[src/rtl/boot_guard_pkg.sv]
package boot_guard_pkg;

  typedef enum logic [1:0] {
    OP_WRITE = 2'b00,
    OP_ERASE = 2'b01,
    OP_CHIP  = 2'b10,
    OP_NONE  = 2'b11
  } modOp_e;

  typedef struct packed {
    logic loadCfg;
    logic setDis;
    logic clrDis;
    logic reqModify;
    logic reqChip;
  } bpStrobe_t;

endpackage

[src/rtl/boot_guard_sizer.sv]
module boot_guard_sizer #(
  parameter int CODE_W  = 4,
  parameter int UNIT_AW = 13,
  parameter int BANK_AW = 17
) (
  input  logic [CODE_W-1:0] code,
  output logic [BANK_AW:0]  sizeBytes,
  output logic              sizeNonZero
);
  localparam logic [CODE_W-1:0] MAX_CODE = {CODE_W{1'b1}};
  localparam int PAD_W = BANK_AW + 1 - CODE_W - UNIT_AW;

  logic [CODE_W-1:0] units;

  // Inverted code: all-ones means zero units.
  assign units       = MAX_CODE - code;
  assign sizeBytes   = {{PAD_W{1'b0}}, units, {UNIT_AW{1'b0}}};
  assign sizeNonZero = (units != '0);
endmodule

[src/rtl/boot_guard_ctrl.sv]
module boot_guard_ctrl
  import boot_guard_pkg::*;
(
  input  logic      startupPulse,
  input  logic      setDisable,
  input  logic      clearDisable,
  input  logic      reqValid,
  input  logic [1:0] reqOp,
  output bpStrobe_t strobe
);
  modOp_e opDec;

  always_comb begin
    opDec            = modOp_e'(reqOp);
    strobe.loadCfg   = startupPulse;
    // Startup and clear both win over set.
    strobe.clrDis    = startupPulse | clearDisable;
    strobe.setDis    = setDisable & ~clearDisable & ~startupPulse;
    strobe.reqModify = reqValid & ((opDec == OP_WRITE) | (opDec == OP_ERASE));
    strobe.reqChip   = reqValid & (opDec == OP_CHIP);
  end
endmodule

[src/rtl/boot_guard_dp.sv]
module boot_guard_dp
  import boot_guard_pkg::*;
#(
  parameter int CODE_W  = 4,
  parameter int UNIT_AW = 13,
  parameter int BANK_AW = 17
) (
  input  logic              clk,
  input  logic              rstN,
  input  bpStrobe_t         strobe,
  input  logic              hardLockFuse,
  input  logic              dualFuse,
  input  logic [CODE_W-1:0] userRowCode,
  input  logic [CODE_W-1:0] lockedCode,
  input  logic              bankAFirst,
  input  logic [BANK_AW:0]  reqAddr,
  output logic              reqReject,
  output logic              stHardLock,
  output logic              stDualEn,
  output logic [CODE_W-1:0] stCode,
  output logic              stDisable,
  output logic              stBankAFirst
);
  logic              cfgHardLock, cfgDual, cfgAFirst, disFlag;
  logic [CODE_W-1:0] cfgCode;
  logic [BANK_AW:0]  sizeBytes;
  logic              sizeNonZero;
  logic [BANK_AW:0]  offset;
  logic              upperHalf, inRegion, guardActive;

  always_ff @(posedge clk or negedge rstN) begin
    if (!rstN) begin
      cfgHardLock <= 1'b0;
      cfgDual     <= 1'b0;
      cfgCode     <= '0;
      cfgAFirst   <= 1'b0;
    end else if (strobe.loadCfg) begin
      cfgHardLock <= hardLockFuse;
      cfgDual     <= hardLockFuse & dualFuse;
      cfgCode     <= hardLockFuse ? lockedCode : userRowCode;
      cfgAFirst   <= bankAFirst;
    end
  end

  always_ff @(posedge clk or negedge rstN) begin
    if (!rstN)              disFlag <= 1'b0;
    else if (strobe.clrDis) disFlag <= 1'b0;
    else if (strobe.setDis) disFlag <= 1'b1;
  end

  boot_guard_sizer #(
    .CODE_W (CODE_W),
    .UNIT_AW(UNIT_AW),
    .BANK_AW(BANK_AW)
  ) sizer_i (
    .code       (cfgCode),
    .sizeBytes  (sizeBytes),
    .sizeNonZero(sizeNonZero)
  );

  always_comb begin
    offset      = {1'b0, reqAddr[BANK_AW-1:0]};
    upperHalf   = reqAddr[BANK_AW];
    inRegion    = (offset < sizeBytes) & (cfgDual | ~upperHalf);
    guardActive = ~disFlag | cfgHardLock;
    reqReject   = (strobe.reqChip & sizeNonZero)
                | (strobe.reqModify & inRegion & guardActive);
  end

  assign stHardLock   = cfgHardLock;
  assign stDualEn     = cfgDual;
  assign stCode       = cfgCode;
  assign stDisable    = disFlag;
  assign stBankAFirst = cfgAFirst;
endmodule

[src/rtl/boot_guard.sv]
module boot_guard
  import boot_guard_pkg::*;
#(
  parameter int CODE_W  = 4,
  parameter int UNIT_AW = 13,
  parameter int BANK_AW = 17,
  localparam int ADDR_W = BANK_AW + 1
) (
  input  logic              clk,
  input  logic              rstN,
  input  logic              startupPulse,
  input  logic              hardLockFuse,
  input  logic              dualFuse,
  input  logic [CODE_W-1:0] userRowCode,
  input  logic [CODE_W-1:0] lockedCode,
  input  logic              bankAFirst,
  input  logic              setDisable,
  input  logic              clearDisable,
  input  logic              reqValid,
  input  logic [1:0]        reqOp,
  input  logic [ADDR_W-1:0] reqAddr,
  output logic              reqReject,
  output logic              stHardLock,
  output logic              stDualEn,
  output logic [CODE_W-1:0] stCode,
  output logic              stDisable,
  output logic              stBankAFirst
);
  bpStrobe_t strobe;

  boot_guard_ctrl ctrl_i (
    .startupPulse(startupPulse),
    .setDisable  (setDisable),
    .clearDisable(clearDisable),
    .reqValid    (reqValid),
    .reqOp       (reqOp),
    .strobe      (strobe)
  );

  boot_guard_dp #(
    .CODE_W (CODE_W),
    .UNIT_AW(UNIT_AW),
    .BANK_AW(BANK_AW)
  ) dp_i (
    .clk         (clk),
    .rstN        (rstN),
    .strobe      (strobe),
    .hardLockFuse(hardLockFuse),
    .dualFuse    (dualFuse),
    .userRowCode (userRowCode),
    .lockedCode  (lockedCode),
    .bankAFirst  (bankAFirst),
    .reqAddr     (reqAddr),
    .reqReject   (reqReject),
    .stHardLock  (stHardLock),
    .stDualEn    (stDualEn),
    .stCode      (stCode),
    .stDisable   (stDisable),
    .stBankAFirst(stBankAFirst)
  );
endmodule

[config.mk]
export PLATFORM = sky130hd
export DESIGN_NAME = boot_guard
export DESIGN_NICKNAME = d
export VERILOG_FILES = /design/src/rtl/boot_guard_pkg.sv /design/src/rtl/boot_guard_sizer.sv /design/src/rtl/boot_guard_ctrl.sv /design/src/rtl/boot_guard_dp.sv /design/src/rtl/boot_guard.sv
export SDC_FILE = /design/constraint.sdc
export NUM_CORES = 1
export LEC_CHECK = 0
export ABC_AREA = 1
export BUFFER_PORTS_ARGS = -buffer_cell sky130_fd_sc_hd__buf_2
export CORE_MARGIN = 1.5
export CORE_UTILIZATION = 33
export DETAILED_ROUTE_END_ITERATION = 10
export PLACE_DENSITY_LB_ADDON = 0.08
export SLEW_MARGIN = 20
export SYNTH_ARGS = -nofsm -noshare
export SYNTH_HDL_FRONTEND = slang
export SYNTH_SLANG_ARGS = --single-unit
[constraint.sdc]
create_clock -name clk -period 1.35 [get_ports clk]
set_input_delay 0.0675 -clock clk [delete_from_list [all_inputs] [get_ports clk]]
set_output_delay 0.0675 -clock clk [all_outputs]
set_load 0.005 [all_outputs]
==> Word level (Yosys, flattened, before mapping) <==
Index checks and enable logic that the tools add are counted.
{ "totals": {"ff_bits": 8, "in_bits": 37, "out_inout_bits": 9} }
{ "op_classes": {"addsub": 1, "order_cmp": 1, "eq_ne": 2, "n_mux": 3, "bitwise": 18, "reduce_logical": 3} }
{ "ops": {"columns": ["op", "n"], "rows": [
  ["$lt A17 B17 Y1", 1],
  ["$and A1 B1 Y1", 9],
  ["$or A1 B1 Y1", 5],
  ["$mux W4", 1],
  ["$not A1 Y1", 4],
  ["$reduce_bool A4 Y1", 1],
  ["$sub A4 B4 Y4 const A", 1],
  ["$eq A2 B1 Y1 const B", 1],
  ["$eq A2 B2 Y1 const B", 1],
  ["$logic_not A2 Y1", 1],
  ["$mux W1", 2],
  ["$reduce_bool A2 Y1", 1]
]} }

==> Longest topological paths before layout <==
Gate-level depths: netlist of run 1.
{ "logic_depth": {"ltp_word": 6, "depth_mapped": 6} }

==> Modules after synthesis <==
From an unflattened synthesis of run 1, not the netlist that was laid out.
{ "hier_totals": {"hier_cells": 151, "hier_area_um2": 997.2} }
{ "by_module_without_submodules": {"columns": ["module", "n_inst", "cells_per_inst", "area_each_um2", "seq_area_each_um2"], "rows": [
  ["boot_guard_dp", 1, 118, 814.5, 200.2],
  ["boot_guard_sizer", 1, 24, 142.6, 0.0],
  ["boot_guard_ctrl", 1, 9, 40.0, 0.0]
]} }

==> Least setup slack after synthesis of run 1 <==
Ideal clock, no wire load.
{ "synth_path": {"kind": "reg-to-output", "start": "register dp_i.cfgCode[3] (netlist: dp_i.stCode[3])", "end": "output port reqReject", "t_arrival_ps": 1046, "setup_slack_ps": 237, "path_stages_with_launch": 5, "path_buffers": 0, "cell_sequence": "dfrtp_1 ha_1 a21oi_1 nand4_1 o21bai_1"} }
{ "synth_between": {"elab_chain_cells": 6, "word_cells_on_any_way": 8, "classes_between": "add/sub (1); order compare (1); bitwise (5); reduce/logical (1)"} }
{ "synth_lines": {"columns": ["item", "line_no", "source"], "rows": [
  ["start, declared", "boot_guard_dp.sv:25", "logic [CODE_W-1:0] cfgCode;"],
  ["start signal, assigned", "boot_guard_dp.sv:40", "cfgCode <= hardLockFuse ? lockedCode : userRowCode;"],
  ["$sub A4 B4 Y4 *", "boot_guard_sizer.sv:16", "assign units = MAX_CODE - code;"],
  ["$lt A17 B17 Y1", "boot_guard_dp.sv:64", "inRegion = (offset < sizeBytes) & (cfgDual | ~upperHalf);"],
  ["$and A1 B1 Y1", "boot_guard_dp.sv:64", null],
  ["$and A1 B1 Y1 (2 in a row)", "boot_guard_dp.sv:67", "| (strobe.reqModify & inRegion & guardActive);"],
  ["$or A1 B1 Y1 *", "boot_guard_dp.sv:67", null],
  ["end, declared", "boot_guard.sv:22", "output logic reqReject,"]
]} }
Mark *: on every way between the ends. The rest lies on a longest branch, timed or not.

==> Worst setup path in the final report of run 1 <==
{ "layout_path": {"start": "register dp_i.cfgCode[1] (netlist: dp_i.stCode[1])", "end": "output port reqReject"} }
The elaborated chain is that of the path after synthesis.

==> impl_metrics.sql, run 1 <==
INSERT INTO impl_metrics (metric_group, metric, value, unit) VALUES
('hold_path', 'hold_depth', '2', ''),
('route', 'antenna_violating_nets_post_route', '0', ''),
('clocking', 'clk_path_buf_depth', '2', ''),
('status', 'run_status', 'finished with violations', ''),
('sta', 'setup-violations-final', '1', ''),
('route', 'detail_route.wirelength', '1193', 'um'),
('sta', 'max_freq', '0.6745', 'GHz'),
('route', 'route.detailed.drc', '0', ''),
('clocking', 'cts_sink_count', '8', ''),
('critical_path', 'r2r_cells', '3', ''),
('critical_path', 'critical_path_arrival', '1.42', 'ns'),
('clocking', 'cts_tree', 'built', ''),
('global_route', 'grt_start_max_net_pins', '14', ''),
('floorplan', 'floorplan.rows', '13', ''),
('sta', 'final_max_slew_viol_count', '0', ''),
('pwr', 'power-per-cell-area', '914.2', 'nW/um2'),
('pwr', 'power.total', '0.6257', 'mW'),
('yosys', 'postSynthAreaPerCell', '8.499', 'um2'),
('pwr', 'ir_worst_vdd', '493.8', 'uV'),
('hold_path', 'hp-class', 'in2reg', ''),
('critical_path', 'cp-startpoint', 'dp_i.stCode[1]$_DFFE_PN0P_', ''),
('clocking', 'numCtsBuffers', '3', ''),
('yosys', 'synthesis.area', '450.4', 'um2'),
('yosys', 'ys_seq_area_share', '44.44', '%'),
('critical_path', 'critical_path.max_fanout', '2', ''),
('route', 'drt-vias-per-instance', '4.648', ''),
('hold_path', 'timing.hold.worst.start', 'bankAFirst', ''),
('critical_path', 'crit_slowest_cell', 'sky130_fd_sc_hd__dfrtp_1', ''),
('final_layout', 'antenna_cells_inserted', '0', ''),
('yosys', 'post-synth-top-area-cell', 'sky130_fd_sc_hd__dfrtp_1', ''),
('yosys', 'yosys.cell_types.count', '17', ''),
('critical_path', 'crit-reg2reg-launch', 'dp_i.stCode[1]$_DFFE_PN0P_', ''),
('critical_path', 'timing.critical_path.required', '1.28', 'ns'),
('clocking', 'clock_insertion_delay_worst_skew', '0.25', 'ns'),
('yosys', 'synthesis.nets', '93', ''),
('place', 'portBuffers', '32', ''),
('critical_path', 'nature_of_the_critical_path_endpoint', 'primary output', ''),
('final_layout', 'num-nets-final', '132', ''),
('sta', 'layout_worst_path_cycle_share', '109.8', '%'),
('route', 'routed-wl-met2', '570', 'um'),
('floorplan', 'die_width', '39.95', 'um'),
('final_layout', 'fill_cells', '138', ''),
('critical_path', 'path_class', 'reg2out', ''),
('critical_path', 'most_numerous_cell_on_the_critical_path', 'sky130_fd_sc_hd__nand2_1', ''),
('status', 'violations_in_the_final_reports', 'negative setup slack', ''),
('global_route', 'initial_antenna_violation_count', '0', ''),
('route', 'drt_pass1_iterations', '4', ''),
('floorplan', 'dieHeight', '39.95', 'um'),
('yosys', 'synth.ff_latch_count', '8', ''),
('sta', 'count_of_endpoints_failing_hold_in_the_final_timing_report', '0', ''),
('clocking', 'clock_tree.root_cell', 'sky130_fd_sc_hd__clkbuf_4', ''),
('route', 'routed_length_on_met1', '531', 'um'),
('floorplan', 'fp.coreArea', '1285', 'um2'),
('route', 'top_signal_layer_used', 'met4', ''),
('route', 'vias', '488', ''),
('sta', 'max-slew-margin-rel', '85.61', '%'),
('final_layout', 'final_design_area_no_fill', '684.4', 'um2'),
('final_layout', 'syn_to_final_growth', '51.94', '%'),
('final_layout', 'ff_latch_area', '200.2', 'um2'),
('yosys', 'yosysWarnings', '0', ''),
('sta', 'period_needed', '1.483', 'ns'),
('place', 'dpl_cell_area', '618.1', 'um2'),
('sta', 'worst_slack', '-0.1326', 'ns'),
('floorplan', 'initial_core_util', '35.05', '%'),
('sta', 'clock_skew', '0', 'ns'),
('critical_path', 'stages_on_the_worst_setup_path', '7', ''),
('sta', 'tightestPinTransition', '0.2142', 'ns'),
('critical_path', 'count_of_buffering_cells_on_the_critical_path_with_inverters_included', '1', ''),
('clocking', 'cts.clk_slew.worst_paths', '0.06', 'ns'),
('yosys', 'yosys.area.top_type_share', '44.44', '%'),
('floorplan', 'dieArea', '1596', 'um2');
==> state kept, by name (all words and copies together) (netlist names) <==
signal	flops
dp_i.stDisable	1
dp_i.stHardLock	1
dp_i.stCode	4
dp_i.stDualEn	1
dp_i.stBankAFirst	1
==> per-stage QoR <==
step | TNS, ns | util (%) | setup WS (ns) | cells | hold slack, ns
after global placement | 0 | 48.10 | 0.08272 | 99 | -0.08170
final | -0.1326 | 53.26 | -0.1326 | 105 | 0.05020
after CTS | -0.1426 | 53.26 | -0.1426 | 105 | 0.04266
after global routing | -0.2710 | 53.26 | -0.2710 | 105 | 0.04921
after detailed placement | 0 | 48.10 | 0.08360 | 99 | -0.07655
after floorplan | 0 | - | 0.2366 | 53 | -0.2281
==> cells in the mapped netlist <==
cell	count
sky130_fd_sc_hd__a21oi_1	2
sky130_fd_sc_hd__a31oi_1	1
sky130_fd_sc_hd__buf_6	1
sky130_fd_sc_hd__dfrtp_1	8
sky130_fd_sc_hd__ha_1	3
sky130_fd_sc_hd__inv_1	9
sky130_fd_sc_hd__mux2_2	2
sky130_fd_sc_hd__nand2_1	6
sky130_fd_sc_hd__nand3_1	1
sky130_fd_sc_hd__nand3b_1	1
sky130_fd_sc_hd__nand4_1	1
sky130_fd_sc_hd__nor2_1	7
sky130_fd_sc_hd__nor3_1	2
sky130_fd_sc_hd__o21ai_0	4
sky130_fd_sc_hd__o21ai_1	1
sky130_fd_sc_hd__o21bai_1	1
sky130_fd_sc_hd__o22ai_1	3
==> area by class of cell <==
cell class,instances,area share (%)
Inverter,9,4.936
Multi-Input combinational cell,35,32.36
Timing Repair Buffer,35,27.42
Tap cell,15,2.742
Sequential cell,8,29.25
Clock buffer,3,3.291
==> cell families (layout without fill, tap and decap cells) <==
kind of cell	Yosys count	after routing	synth area share [%]
AO/OA/AOI/OAI	12	12	15.00
adder cells (fa/ha/maj)	3	3	8.334
buffers and inverters	10	47	9.999
flip-flops	8	8	44.44
multiplexers	2	2	5.000
AND/OR/NAND/NOR	18	18	17.22
==> worst register-to-register path, stage by stage (launching register included) <==
cell and delay [ns]:
sky130_fd_sc_hd__dfrtp_1 0.38, sky130_fd_sc_hd__buf_4 0.14, sky130_fd_sc_hd__inv_1 0.06, sky130_fd_sc_hd__o22ai_1 0.07
==> report_power, final <==
| part | switching [mW] | total (mW) | internal [mW] |
|---|---|---|---|
| registers | 0.0185 | 0.281 | 0.263 |
| logic | 0.0748 | 0.163 | 0.0880 |
| clock network | 0.0802 | 0.182 | 0.102 |
| total | 0.173 | 0.626 | 0.452 |
==> worst paths after layout <==
| check | slack [ns] | endpoint |
|---|---|---|
| worst max register to register | 0.58 | dp_i.stCode[1]$_DFFE_PN0P_ |
| max in group asynchronous | 0.99 | dp_i.stCode[3]$_DFFE_PN0P_ |
| worst min register to register | 0.50 | dp_i.stBankAFirst$_DFFE_PN0P_ |
| worst min-delay path | 0.05 | dp_i.stBankAFirst$_DFFE_PN0P_ |
| worst max-delay path | -0.13 | reqReject |
| min in group asynchronous | 0.19 | dp_i.stBankAFirst$_DFFE_PN0P_ |
==> metal layers <==
| layer | vias to the layer above | GRT usage (%) |
|---|---|---|
| met3 | 2 | 3.333 |
| met2 | 23 | 27.42 |
| met1 | 211 | 20.42 |
| li1 | 252 | - |
| met5 | - | 0 |
| met4 | 0 | 7.759 |
==> cell usage in the layout, fill, tap and decap left out, drive strengths merged <==
cell          n
buf          33
inv           9
mux2          2
nand2         6
o21bai        1
dlygate4sd3   2
dfrtp         8
a31oi         1
o22ai         3
nand4         1
clkbuf        3
nor2          7
nand3b        1
o21ai         5
nand3         1
ha            3
nor3          2
a21oi         2
==> repair_timing <==
| action | 4_1_cts | 5_1_grt |
|---|---|---|
| setup buffers | 1 | 0 |
| hold buffers | 2 | 0 |
| hold endpoints to repair | 9 | 0 |
| resized for setup | 2 | 0 |
| setup endpoints to repair | 1 | 1 |
(Power assumes the default switching activity.)
==> inputs of run 2 (changes only) <==
Settings changed: CORE_ASPECT_RATIO set to 0.75, CORE_UTILIZATION 33 to 46, SYNTH_HIERARCHICAL set to 1.
==> run 2 against run 1 <==
Compared with the run above: the run still ends with negative setup slack left; design area rose by 86%; count of clock-buffer cells in the layout did not move; utilization rose by 9.2 points; synthesized cell count rose to 2.8 times the previous value; via count rose by 110%; power rose by 26%; critical path type unchanged; highest routed layer unchanged.
==> impl_metrics.sql, run 2 <==
INSERT INTO impl_metrics (metric_group, metric, value, unit) VALUES
('floorplan', 'fp.coreArea', '2032', 'um2'),
('route', 'antenna_violating_nets_post_route', '0', ''),
('pwr', 'leakage_component_of_the_power', '0.7629', 'nW'),
('global_route', 'grt_start_max_net_pins', '16', ''),
('critical_path', 'critical_path.max_fanout', '2', ''),
('final_layout', 'layout.cells.most_common_list', 'sky130_fd_sc_hd__buf_2 (45), sky130_fd_sc_hd__nand2_1 (41), sky130_fd_sc_hd__inv_1 (33), sky130_fd_sc_hd__ha_1 (15), sky130_fd_sc_hd__conb_1 (14)', ''),
('global_route', 'top_usage_layer', 'met2', ''),
('route', 'vias', '1013', ''),
('clocking', 'clk_path_buf_depth', '2', ''),
('final_layout', 'final_design_area_no_fill', '1270', 'um2'),
('sta', 'hold-worst-slack', '0.04493', 'ns'),
('pwr', 'power.total', '0.7889', 'mW'),
('yosys', 'post-synth-top-area-cell', 'sky130_fd_sc_hd__dfrtp_1', ''),
('critical_path', 'setup.worst_path.start_class', 'register', ''),
('clocking', 'numCtsBuffers', '3', ''),
('clocking', 'cts_tree', 'built', ''),
('floorplan', 'die_width', '56.76', 'um'),
('route', 'drtIter0Drc', '29', ''),
('critical_path', 'nature_of_the_critical_path_endpoint', 'primary output', ''),
('clocking', 'clock_tree.root_cell', 'sky130_fd_sc_hd__clkbuf_4', ''),
('global_route', 'initial_antenna_violation_count', '0', ''),
('final_layout', 'post_route_cells_drive_above_1_share', '30.35', '%'),
('critical_path', 'timing.critical_path.required', '1.28', 'ns'),
('critical_path', 'path_class', 'reg2out', ''),
('place', 'dpl_cell_area', '1214', 'um2'),
('floorplan', 'initial_core_util', '49.08', '%'),
('yosys', 'synthesis.area', '997.2', 'um2'),
('clocking', 'cts_sink_count', '8', ''),
('route', 'detail_route.wirelength', '2061', 'um'),
('yosys', 'synth_enable_flop_cells', '0', ''),
('sta', 'unrepaired_setup_endpoints_after_global_routing', 'yes', ''),
('yosys', 'async_flop_share', '100.0', '%'),
('global_route', 'met3_usage', '3.659', '%'),
('yosys', 'synthTopCellsByArea', 'sky130_fd_sc_hd__dfrtp_1 (20%), sky130_fd_sc_hd__ha_1 (20%), sky130_fd_sc_hd__nand2_1 (15%)', ''),
('critical_path', 'critical_path_arrival', '1.59', 'ns'),
('sta', 'worst_slack', '-0.3110', 'ns'),
('yosys', 'postSynthAreaPerCell', '6.604', 'um2'),
('sta', 'setup-violations-final', '1', ''),
('yosys', 'yosys.cell_types.count', '22', ''),
('sta', 'layout_worst_path_cycle_share', '123.0', '%'),
('final_layout', 'syn_to_final_growth', '27.35', '%'),
('sta', 'final_max_slew_viol_count', '0', ''),
('route', 'drt_pass1_iterations', '4', ''),
('final_layout', 'multi_input_area', '616.8', 'um2'),
('final_layout', 'ff_latch_area', '200.2', 'um2'),
('yosys', 'synth_top_cells_by_count', 'sky130_fd_sc_hd__nand2_1 (41), sky130_fd_sc_hd__inv_1 (35), sky130_fd_sc_hd__ha_1 (16), sky130_fd_sc_hd__buf_4 (15), sky130_fd_sc_hd__nor2_1 (13)', ''),
('yosys', 'synthMostInstantiatedCell', 'sky130_fd_sc_hd__nand2_1', ''),
('clocking', 'ctsHtreeMaxLevel', '1', ''),
('sta', 'count_of_endpoints_failing_hold_in_the_final_timing_report', '0', ''),
('clocking', 'clock_insertion_delay_worst_skew', '0.25', 'ns'),
('final_layout', 'num-nets-final', '256', ''),
('yosys', 'yosysWarnings', '6', ''),
('hold_path', 'hp-class', 'in2reg', ''),
('place', 'placed_wire_length_estimate', '1759', 'um'),
('global_route', 'global_route_wire_length_before_repair', '3470', 'um'),
('sta', 'clock_skew', '0', 'ns'),
('global_route', 'met1_resource_use_gr', '22.06', '%'),
('pwr', 'power-per-cell-area', '621.2', 'nW/um2'),
('floorplan', 'floorplan.io_pins', '46', ''),
('place', 'finalWeightedCongestion', '0.7874', ''),
('route', 'drt-vias-per-instance', '4.502', ''),
('flow_run', 'cap_viol_max_count', '0', ''),
('yosys', 'yosys.area.top_type_share', '20.08', '%'),
('clocking', 'cts.clk_slew.worst_paths', '0.06', 'ns'),
('floorplan', 'dieHeight', '43.32', 'um'),
('route', 'detail_route.wl_per_cell', '9.160', 'um'),
('sta', 'max_freq', '0.6021', 'GHz'),
('final_layout', 'number_of_flip_flops_in_the_largest_register', '4', ''),
('sta', 'period_needed', '1.661', 'ns'),
('pwr', 'ir_worst_vdd', '567.0', 'uV'),
('status', 'run_status', 'finished with violations', ''),
('route', 'route.detailed.drc', '0', ''),
('global_route', 'first_global_vias', '894', ''),
('yosys', 'synthCells', '151', ''),
('final_layout', 'mostFrequentLayoutCell', 'sky130_fd_sc_hd__buf_2', ''),
('yosys', 'synth-main-ff-cell', 'sky130_fd_sc_hd__dfrtp_1', ''),
('floorplan', 'dieArea', '2459', 'um2'),
('floorplan', 'floorplan.rows', '14', ''),
('place', 'portBuffers', '45', ''),
('sta', 'final_total_negative_setup_slack', '-0.3110', 'ns'),
('yosys', 'ys_seq_area_share', '20.08', '%'),
('yosys', 'synth.ff_latch_count', '8', ''),
('status', 'violations_in_the_final_reports', 'negative setup slack', ''),
('final_layout', 'fill_cells', '207', ''),
('global_route', 'grt_overflow', '0', ''),
('global_route', 'grt_usage', '18.18', '%'),
('global_route', 'met2_usage', '31.16', '%'),
('final_layout', 'antenna_cells_inserted', '0', '');
==> run 2: final cells by class <==
| type | count | share of cell area, % |
|---|---|---|
| flip-flops and latches | 8 | 15.76 |
| well taps | 24 | 2.365 |
| repair buffers | 50 | 20.89 |
| clock buffers | 3 | 1.773 |
| multi-input cells | 104 | 48.57 |
| inverters | 36 | 10.64 |
==> run 2: layer usage <==
metal  wire (um)  vias to the layer above
li1            -                      531
met1         905                      433
met2         979                       45
met3         157                        4
met4          19                        0
met5           0                        -
==> run 2: worst max-delay path, cell delays in order (launching register included) <==
cell and delay, ns:
sky130_fd_sc_hd__dfrtp_1 0.37, sky130_fd_sc_hd__inv_1 0.07, sky130_fd_sc_hd__inv_2 0.04, sky130_fd_sc_hd__ha_4 0.26, sky130_fd_sc_hd__inv_2 0.04, sky130_fd_sc_hd__o31a_1 0.23
sky130_fd_sc_hd__nand2_1 0.08, sky130_fd_sc_hd__nand2_1 0.05, sky130_fd_sc_hd__nand2_1 0.06, sky130_fd_sc_hd__nand2_1 0.04, sky130_fd_sc_hd__buf_2 0.11
==> run 2: through the flow <==
step / setup WS [ns] / std cells / util, %
6_report: -0.3110 / 225 / 62.50
5_1_grt: -0.4247 / 225 / 62.50
4_1_cts: -0.3275 / 225 / 61.95
3_5_place_dp: -0.1031 / 221 / 59.73
3_3_place_gp: -0.05088 / 221 / 59.73
2_1_floorplan: 0.03791 / 164 / -
==> run 2: kinds of logic (layout without fill, tap and decap cells) <==
kind of cell	after synthesis	count (layout)	share of synthesized area, %
simple gates	61	61	25.35
fa+ha+maj	16	16	20.08
buf+inv	52	89	25.34
compound gates	12	12	7.653
other cells	1	14	0.3761
flops	8	8	20.08
mux	1	1	1.129
==> run 2: timing repair <==
item	4_1_cts	5_1_grt
hold buffers	1	0
hold endpoints to repair	8	0
pin swaps	1	6
setup endpoints to repair	1	1
buffers inserted	0	0
resized for setup	3	2
==> run 2: power by group <==
part / internal, mW / switching (mW) / leakage [nW]
Clock: 0.102 / 0.0779 / 0.0138
Sequential: 0.262 / 0.0103 / 0.0960
Combinational: 0.162 / 0.176 / 0.653
Total: 0.525 / 0.264 / 0.763
==> run 2: final timing paths <==
kind / slack, ns / start / cells after the start / endpoint
max in group asynchronous: 0.99 / rstN / 2 / dp_i/stCode[0]$_DFFE_PN0P_
worst min-delay path: 0.04 / bankAFirst / 2 / dp_i/stBankAFirst$_DFFE_PN0P_
worst max register to register: 0.56 / dp_i/stCode[0]$_DFFE_PN0P_ / 3 / dp_i/stCode[0]$_DFFE_PN0P_
worst min register to register: 0.50 / dp_i/stBankAFirst$_DFFE_PN0P_ / 1 / dp_i/stBankAFirst$_DFFE_PN0P_
worst max-delay path: -0.31 / dp_i/stCode[0]$_DFFE_PN0P_ / 10 / reqReject
min in group asynchronous: 0.19 / rstN / 2 / dp_i/stCode[2]$_DFFE_PN0P_
==> inputs of run 3 (changes only) <==
Settings changed: CORE_UTILIZATION 46 to 50, SKIP_CTS_REPAIR_TIMING set to 1.
Clock period 1.35 ns to 2 ns, I/O delays scaled along.
==> run 3 against run 2 <==
Compared with the run above: utilization increased by 4.7 points; power shrank 36%; clock power decreased by 32%; clock skew is the same; via count is 6.2% lower; first-iteration DRC count fell by 52%; die area is 7.5% lower; count of clock-buffer cells in the layout did not move; cell count down 2.7%; critical endpoint unchanged; the run now ends clean; non-clock buffer count shrank 4; worst setup slack improved by 0.55 ns; register-to-register slack better by 0.70 ns.
==> impl_metrics.sql, run 3 (synthesized netlist as in run 2, its figures left out) <==
INSERT INTO impl_metrics (metric_group, metric, value, unit) VALUES
('sta', 'period_needed', '1.763', 'ns'),
('hold_path', 'hp-class', 'in2reg', ''),
('sta', 'hold-worst-slack', '0.07830', 'ns'),
('sta', 'unrepaired_setup_endpoints_after_global_routing', 'no', ''),
('clocking', 'cts_sink_count', '8', ''),
('status', 'run_status', 'complete, no violations', ''),
('place', 'dpl.cell_count', '215', ''),
('pwr', 'power-per-cell-area', '417.8', 'nW/um2'),
('critical_path', 'crit_path_cell_trace', 'inv_1 > inv_1 > ha_1 > inv_1 > o31a_1 > nand2_1 > nand2_1 > nand2_1 > nand2_1 > buf_2', ''),
('floorplan', 'dieArea', '2274', 'um2'),
('clocking', 'cts_tree', 'built', ''),
('pwr', 'ir_worst_vdd', '389.0', 'uV'),
('sta', 'final_total_negative_setup_slack', '0', 'ns'),
('critical_path', 'most_numerous_cell_on_the_critical_path', 'sky130_fd_sc_hd__nand2_1', ''),
('final_layout', 'antenna_cells_inserted', '0', ''),
('final_layout', 'syn_to_final_growth', '21.71', '%'),
('clocking', 'clock_insertion_delay_worst_skew', '0.25', 'ns'),
('place', 'portBuffers', '45', ''),
('place', 'dpl_cell_area', '1181', 'um2'),
('flow_run', 'cap_viol_max_count', '0', ''),
('final_layout', 'mostFrequentLayoutCell', 'sky130_fd_sc_hd__buf_2', ''),
('pwr', 'power.total', '0.5070', 'mW'),
('critical_path', 'setup.worst_path.start_class', 'register', ''),
('floorplan', 'initial_core_util', '55.23', '%'),
('route', 'drt_pass1_iterations', '4', ''),
('global_route', 'first_global_vias', '861', ''),
('critical_path', 'cp_top_family', 'flip-flops', ''),
('clocking', 'ctsHtreeMaxLevel', '1', ''),
('place', 'finalWeightedCongestion', '0.7749', ''),
('final_layout', 'share_of_the_core_filled_with_cells_in_the_final_layout', '67.22', '%'),
('sta', 'worst_slack', '0.2375', 'ns'),
('route', 'drtIter0Drc', '14', ''),
('route', 'antenna_violating_nets_post_route', '0', ''),
('clocking', 'clk_path_buf_depth', '2', ''),
('place', 'placed_wire_length_estimate', '1648', 'um'),
('floorplan', 'floorplan.rows', '13', ''),
('final_layout', 'post_route_cells_drive_above_1_share', '26.40', '%'),
('critical_path', 'path_class', 'reg2out', ''),
('route', 'detail_route.wirelength', '1858', 'um'),
('critical_path', 'critical_path_arrival', '1.66', 'ns'),
('final_layout', 'final_design_area_no_fill', '1214', 'um2'),
('route', 'drt-vias-per-instance', '4.338', ''),
('sta', 'max_freq', '0.5674', 'GHz'),
('critical_path', 'ff2ff_setup_slack', '1.26', 'ns'),
('pwr', 'leakage_component_of_the_power', '0.7423', 'nW'),
('sta', 'setup-violations-final', '0', ''),
('floorplan', 'die_width', '54.57', 'um'),
('final_layout', 'finish.cell_count_without_fillers', '219', ''),
('sta', 'count_of_endpoints_failing_hold_in_the_final_timing_report', '0', ''),
('clocking', 'numCtsBuffers', '3', ''),
('clocking', 'clock_tree.root_cell', 'sky130_fd_sc_hd__clkbuf_4', ''),
('final_layout', 'number_of_flip_flops_in_the_largest_register', '4', ''),
('route', 'route.detailed.drc', '0', ''),
('critical_path', 'crit_slowest_cell', 'sky130_fd_sc_hd__dfrtp_1', ''),
('global_route', 'grt_overflow', '0', ''),
('final_layout', 'layout.cells.most_common_list', 'sky130_fd_sc_hd__buf_2 (45), sky130_fd_sc_hd__nand2_1 (41), sky130_fd_sc_hd__inv_1 (35), sky130_fd_sc_hd__ha_1 (16), sky130_fd_sc_hd__conb_1 (14)', ''),
('route', 'vias', '950', ''),
('global_route', 'initial_antenna_violation_count', '0', ''),
('route', 'detail_route.wl_per_cell', '8.484', 'um'),
('critical_path', 'timing.critical_path.slowest_cell_delay', '0.39', 'ns'),
('global_route', 'grt_start_max_net_pins', '16', ''),
('place', 'detailedPlace.worstSlack', '0.5219', 'ns'),
('critical_path', 'critical_path.max_fanout', '4', ''),
('clocking', 'cts.clk_slew.worst_paths', '0.05', 'ns'),
('floorplan', 'fp.coreArea', '1805', 'um2'),
('floorplan', 'floorplan.io_pins', '46', ''),
('floorplan', 'dieHeight', '41.68', 'um'),
('critical_path', 'timing.critical_path.required', '1.90', 'ns'),
('sta', 'clock_skew', '0', 'ns'),
('global_route', 'global_route_wire_length_before_repair', '3387', 'um'),
('sta', 'layout_worst_path_cycle_share', '88.13', '%'),
('critical_path', 'count_of_buffering_cells_on_the_critical_path_with_inverters_included', '4', ''),
('final_layout', 'num-nets-final', '252', ''),
('sta', 'final_max_slew_viol_count', '0', ''),
('critical_path', 'nature_of_the_critical_path_endpoint', 'primary output', ''),
('global_route', 'grt_usage', '20.01', '%');
[run 3: changes by cell type in the layout (fill, tap and decap cells not counted)]
cell	delta
sky130_fd_sc_hd__buf_4	-4
sky130_fd_sc_hd__inv_1	+2
sky130_fd_sc_hd__inv_2	-2
sky130_fd_sc_hd__a221oi_1	+1
sky130_fd_sc_hd__a221oi_2	-1
sky130_fd_sc_hd__ha_1	+1
sky130_fd_sc_hd__ha_4	-1
sky130_fd_sc_hd__nor3_1	+1
sky130_fd_sc_hd__nor3_2	-1
[run 3: per-layer routing]
layer / wire length (um) / global-route usage (%) / vias to the layer above
li1: - / - / 526
met3: 90 / 4.317 / 0
met5: 0 / 0 / -
met1: 959 / 27.95 / 397
met4: 0 / 4.500 / 0
met2: 808 / 31.33 / 27
[run 3: final timing paths]
kind | from | to | cells past startpoint
hold / removal | bankAFirst | dp_i/stBankAFirst$_DFFE_PN0P_ | 2
hold reg to reg | dp_i/stBankAFirst$_DFFE_PN0P_ | dp_i/stBankAFirst$_DFFE_PN0P_ | 1
setup reg to reg | dp_i/stBankAFirst$_DFFE_PN0P_ | dp_i/stBankAFirst$_DFFE_PN0P_ | 1
setup / recovery | dp_i/stCode[0]$_DFFE_PN0P_ | reqReject | 10
min in group asynchronous | rstN | dp_i/stDualEn$_DFFE_PN0P_ | 2
max in group asynchronous | rstN | dp_i/stCode[0]$_DFFE_PN0P_ | 2
[run 3: area by class of cell]
type                       count  area [um2]
timing repair buffer          46       235.2
sequential                     8       200.2
tap                           22       27.53
multi-input combinational    104       593.1
clock buffer                   3       22.52
fill                         175       591.8
inverter                      36       135.1
[run 3: where the power goes]
group | switching (mW) | internal [mW] | total (mW)
combinational | 0.103 | 0.0947 | 0.197
clock | 0.0524 | 0.0685 | 0.121
sequential | 0.0120 | 0.177 | 0.189
